### config.mk
export PLATFORM = sky130hd
export DESIGN_NAME = osc_cal_sync_seq
export DESIGN_NICKNAME = d
export VERILOG_FILES = /design/src/rtl/calseq_pkg.sv /design/src/rtl/calseq_holdoff.sv /design/src/rtl/calseq_cmd.sv /design/src/rtl/calseq_fsm.sv /design/src/rtl/osc_cal_sync_seq.sv
export SDC_FILE = /design/constraint.sdc
export NUM_CORES = 1
export LEC_CHECK = 0
export ABC_AREA = 1
export CAP_MARGIN = 15
export CORE_MARGIN = 2
export CORE_UTILIZATION = 38
export CTS_CLUSTER_DIAMETER = 100
export DETAILED_ROUTE_END_ITERATION = 8
export HOLD_SLACK_MARGIN = 0.08
export MAX_ROUTING_LAYER = met4
export PLACE_DENSITY_LB_ADDON = 0.1
export SETUP_SLACK_MARGIN = 0.2
export SYNTH_ARGS = -nofsm -noshare
export SYNTH_HDL_FRONTEND = slang
export SYNTH_SLANG_ARGS = --single-unit
### constraint.sdc
create_clock -name clk -period 1.7 [get_ports clk]
set_input_delay 0.17 -clock clk [delete_from_list [all_inputs] [get_ports clk]]
set_output_delay 0.17 -clock clk [all_outputs]
set_load 0.01 [all_outputs]
### src/rtl/calseq_pkg.sv
package calseq_pkg;
  localparam int CMD_W        = 2;
  localparam int CMD_CAL_BIT  = 1;
  localparam int CMD_SYNC_BIT = 0;

  typedef enum logic [2:0] {
    ST_IDLE,
    ST_CAL_GO,
    ST_CAL_WAIT,
    ST_SYNC_CAL,
    ST_SYNC_ONLY
  } seq_state_t;
endpackage

### src/rtl/calseq_holdoff.sv
module calseq_holdoff #(
  parameter int HOLDOFF_CYCLES = 100
) (
  input  logic clk,
  input  logic rst_n,
  output logic expired
);
  localparam int CW = $clog2(HOLDOFF_CYCLES + 2);
  localparam logic [CW-1:0] LIMIT = CW'(HOLDOFF_CYCLES);

  logic [CW-1:0] cnt_q;

  // Runs once after reset and then holds at the limit.
  always_ff @(posedge clk or negedge rst_n) begin
    if (!rst_n)              cnt_q <= '0;
    else if (cnt_q != LIMIT) cnt_q <= cnt_q + 1'b1;
  end

  assign expired = (cnt_q == LIMIT);
endmodule

### src/rtl/calseq_cmd.sv
module calseq_cmd #(
  parameter int W = 2
) (
  input  logic         clk,
  input  logic         rst_n,
  input  logic         wr,
  input  logic [W-1:0] wdata,
  input  logic [W-1:0] take,
  output logic [W-1:0] pend
);
  // One self-clearing bit per command. A new write wins over a clear
  // on the same edge, so a request is never lost.
  for (genvar i = 0; i < W; i++) begin : g_bit
    always_ff @(posedge clk or negedge rst_n) begin
      if (!rst_n)                pend[i] <= 1'b0;
      else if (wr && wdata[i])   pend[i] <= 1'b1;
      else if (take[i])          pend[i] <= 1'b0;
    end
  end
endmodule

### src/rtl/calseq_fsm.sv
module calseq_fsm
  import calseq_pkg::*;
(
  input  logic             clk,
  input  logic             rst_n,
  input  logic             cal_pend,
  input  logic             sync_pend,
  input  logic             holdoff_expired,
  input  logic             ref_valid,
  input  logic             cal_done,
  output logic [CMD_W-1:0] take,
  output logic             cal_start,
  output logic             div_sync,
  output logic             busy,
  output logic             cal_ok
);
  seq_state_t st_q, st_d;
  logic       ok_q;
  logic       gate_open, cal_go, sync_go;

  always_comb begin
    // The hold-off only gates until the first calibration completes.
    gate_open = holdoff_expired | ok_q;
    cal_go    = (st_q == ST_IDLE) & cal_pend & ref_valid & gate_open;
    sync_go   = (st_q == ST_IDLE) & ~cal_go & sync_pend;
    take               = '0;
    take[CMD_CAL_BIT]  = cal_go;
    take[CMD_SYNC_BIT] = sync_go;
    st_d = st_q;
    case (st_q)
      ST_IDLE:      if (cal_go) st_d = ST_CAL_GO;
                    else if (sync_go) st_d = ST_SYNC_ONLY;
      ST_CAL_GO:    st_d = ST_CAL_WAIT;
      ST_CAL_WAIT:  if (cal_done) st_d = ST_SYNC_CAL;
      ST_SYNC_CAL:  st_d = ST_IDLE;
      ST_SYNC_ONLY: st_d = ST_IDLE;
      default:      st_d = ST_IDLE;
    endcase
  end

  always_ff @(posedge clk or negedge rst_n) begin
    if (!rst_n) begin
      st_q <= ST_IDLE;
      ok_q <= 1'b0;
    end else begin
      st_q <= st_d;
      ok_q <= ok_q | (st_q == ST_SYNC_CAL);
    end
  end

  assign cal_start = (st_q == ST_CAL_GO);
  assign div_sync  = (st_q == ST_SYNC_CAL) || (st_q == ST_SYNC_ONLY);
  assign busy      = (st_q != ST_IDLE);
  assign cal_ok    = ok_q;
endmodule

### src/rtl/osc_cal_sync_seq.sv
module osc_cal_sync_seq
  import calseq_pkg::*;
#(
  parameter int HOLDOFF_CYCLES = 100_000_000
) (
  input  logic             clk,
  input  logic             rst_n,
  input  logic             cmd_wr,
  input  logic [CMD_W-1:0] cmd_wdata,
  output logic [CMD_W-1:0] cmd_rdata,
  input  logic             ref_valid,
  output logic             cal_start,
  input  logic             cal_done,
  output logic             div_sync,
  output logic             busy,
  output logic             cal_ok
);
  logic             holdoff_expired;
  logic [CMD_W-1:0] pend;
  logic [CMD_W-1:0] take;

  calseq_holdoff #(.HOLDOFF_CYCLES(HOLDOFF_CYCLES)) u_holdoff (
    .clk     (clk),
    .rst_n   (rst_n),
    .expired (holdoff_expired)
  );

  calseq_cmd #(.W(CMD_W)) u_cmd (
    .clk   (clk),
    .rst_n (rst_n),
    .wr    (cmd_wr),
    .wdata (cmd_wdata),
    .take  (take),
    .pend  (pend)
  );

  calseq_fsm u_fsm (
    .clk             (clk),
    .rst_n           (rst_n),
    .cal_pend        (pend[CMD_CAL_BIT]),
    .sync_pend       (pend[CMD_SYNC_BIT]),
    .holdoff_expired (holdoff_expired),
    .ref_valid       (ref_valid),
    .cal_done        (cal_done),
    .take            (take),
    .cal_start       (cal_start),
    .div_sync        (div_sync),
    .busy            (busy),
    .cal_ok          (cal_ok)
  );

  assign cmd_rdata = pend;
endmodule

==> impl_metrics.ini <==
[floorplanning]
die_width_microns = 71.0
boundaryPins = 13
fp.dieH_microns = 71.0
initial_core_util = 0.392
coreArea_sq_um = 4350
rows = 24
dieArea_sq_um = 5040

[critical_path]
cp_data_arrival_time_ns = 1.71
cp-end-kind = flip-flop
rrSetupSlack_ns = 0.15
worstReg2RegStart = u_holdoff.cnt_q[0]$_DFFE_PN0N_
crit_path_max_fanout = 4
r2r_cells = 7
worstSetupPathType = reg -> reg
worstPathRequired_ns = 1.86
start_kind = flip-flop
r2r_end = u_holdoff.cnt_q[25]$_DFFE_PN0N_

[route]
wl_microns = 3220
drc = 0
post_drt_wl_per_cell_microns = 11.9
via_per_inst = 4.61
drt_iter0_drc = 48
vias = 1249
ant_nets = 0
first_pass_iters = 4

[synthesis]
synth_edf_count = 0
syn_area_per_cell_sq_um = 9.08
syn_area_sq_um = 1710
yosysTopAreaCell = dfrtp_1
synth_top_area_frac = 0.484
yosysMostFrequentCell = nand2_1
yosys-top-cells-count = nand2_1, dfrtp_1, inv_1, xor2_1, nor2_1
seq_area_frac_synth = 0.484
syn_nets = 197
ys_ff_latch = 33
synth_warnings = 0
syn_inst = 188
ys.flop_type = dfrtp_1
ys_types = 24
synth.area.top_cells = dfrtp_1, nand2_1, xor2_1
ys_async_sr_fraction = 1.00

[cts]
cts_tree = built
clk_pin_slew_worst_paths_ns = 0.07
cts_num_sinks = 33
cts.path.max_buffers = 2
clock_latency_ns = 0.28
htree_levels = 2
numCtsBuffers = 5
root_buffer = clkbuf_8

[power_and_ir_drop]
sequentialPowerShare = 0.546
p_switching_mw = 0.311
pwr-share-clk = 0.408
power_mw = 1.45
power_leakage_nw = 1.02
p_per_area_nw_per_um2 = 671
swShare = 0.214
ir_drop_mv = 0.457
pwr-share-comb = 0.045
p_int_mw = 1.14

[place]
post_dp_cell_area_sq_um = 1880
io_buffers = 12
place.gp.congestion = 0.788
hpwl_microns = 2180

[timing]
drv_slew = 0
rsz0062_at_grt = yes
fin_crit_ns = 1.55
finalSetupViolations = 0
fmax_mhz = 647
fin_skew_ns = 0.00474
tightest_slew_ns = 0.442
relSlewSlack = 0.706
fin_crit_sh = 0.909
hold_viol_final = 0
tns_ns = 0

[min_path]
hp-class = in -> async

[global_route]
use_met3 = 0.0356
grt_use_met1 = 0.189
antenna_found_initial = 0
gr-usage-met2 = 0.226
grt_busiest_layer = met2
grt_pass1_vias = 1263
grt_overflow = 0
grt_pass1_wl_microns = 5670
grt_max_degree = 34
track_usage = 0.146

[final_layout]
diodes = 0
final_layout_size_suffix_gt1_frac = 0.260
area_growth_pct = 26.7
final_util = 0.497
stdcell_area_sq_um = 2160
nets = 228

[job]
max_cap_violations = 0

[status]
status = completed
==> metrics by stage <==
stage,hold slack (ns),instances,setup slack (ns)
after floorplan,-0.126,188,0.285
after global placement,0.460,251,0.214
after detailed placement,0.463,251,0.155
after CTS,0.314,261,0.201
after global routing,0.339,271,0.0612
final,0.299,271,0.155
==> timing repair <==
action | in CTS | in global routing
resized for setup | 5 | 21
pin swaps | 2 | 9
hold buffers | 0 | 0
endpoints found under the setup margin | 12 | 19
endpoints found under the hold margin | 0 | 0
setup buffers | 3 | 10
==> layout by cell type, fill, tap and decap left out, types with 7 or more instances in the layout <==
| cell | Yosys | routed |
|---|---|---|
| xor2_1 | 16 | 16 |
| clkdlybuf4s50_1 | 0 | 9 |
| buf_4 | 2 | 13 |
| dfrtp_1 | 33 | 33 |
| nand3_1 | 9 | 7 |
| xnor2_1 | 8 | 8 |
| nand2_2 | 5 | 7 |
| nand2_1 | 39 | 36 |
| inv_1 | 25 | 22 |
| nor2_1 | 15 | 14 |
==> cells by family (layout without fill, tap and decap cells) <==
family / count (synthesis) / in the layout / share of synthesized area
fa+ha+maj: 2 / 2 / 0.0147
flops: 33 / 33 / 0.484
compound gates: 5 / 5 / 0.0169
buf+inv: 29 / 60 / 0.0682
xor+xnor: 24 / 24 / 0.123
simple gates: 95 / 95 / 0.293
==> how the worst max path moves through the flow <==
| stage | start | to | slack (ns) | depth (start not counted) |
|---|---|---|---|---|
| 2_1_floorplan | u_holdoff.cnt_q[0]$_DFFE_PN0N_ | u_holdoff.cnt_q[24]$_DFFE_PN0N_ | 0.28 | 8 |
| 3_3_place_gp | u_holdoff.cnt_q[0]$_DFFE_PN0N_ | u_holdoff.cnt_q[24]$_DFFE_PN0N_ | 0.21 | 8 |
| 3_5_place_dp | u_holdoff.cnt_q[0]$_DFFE_PN0N_ | u_holdoff.cnt_q[24]$_DFFE_PN0N_ | 0.16 | 8 |
| 4_1_cts | u_holdoff.cnt_q[1]$_DFFE_PN0N_ | u_cmd.pend[0]$_DFFE_PN0P_ | 0.20 | 12 |
| 5_1_grt | u_holdoff.cnt_q[0]$_DFFE_PN0N_ | u_holdoff.cnt_q[25]$_DFFE_PN0N_ | 0.06 | 7 |
| 6_report | u_holdoff.cnt_q[0]$_DFFE_PN0N_ | u_holdoff.cnt_q[25]$_DFFE_PN0N_ | 0.15 | 7 |
==> sequential cells by signal, summed over array words and instances, names as in the netlist <==
register	cells
u_holdoff.cnt_q	27
u_fsm.st_q	3
u_cmd.pend	2
u_fsm.cal_ok	1
==> final cells by class <==
class	instances	area (sq um)
fillers	413	2190
well taps	52	65.1
repair buffers	26	225
inverters	27	101
clock buffers	7	86.3
flip-flops and latches	33	826
multi-input cells	126	858
==> power by group through the flow <==
stage          clock network, mW  logic, mW  registers, mW
6_report                   0.592     0.0657          0.792
5_1_grt                    0.652     0.0734          0.792
4_1_cts                    0.610     0.0659          0.792
3_5_place_dp                   0     0.0690          0.807
3_3_place_gp                   0     0.0683          0.807
2_1_floorplan                  0     0.0251          0.806
==> routing by layer <==
layer	up-vias	routed length (microns)	share of wire
met5	-	0	0
met4	0	55	0.017
met3	6	89	0.028
met2	12	1570	0.49
met1	591	1500	0.47
li1	640	-	-
==> critical path, stage by stage, from the launching register on <==
cell and delay, ns:
dfrtp_1 0.41, buf_4 0.15, nand3_4 0.09, nor2_4 0.22
nand4_4 0.14, nor2_4 0.17, nand3_2 0.08, xor2_1 0.15
(Power assumes the default switching activity.)
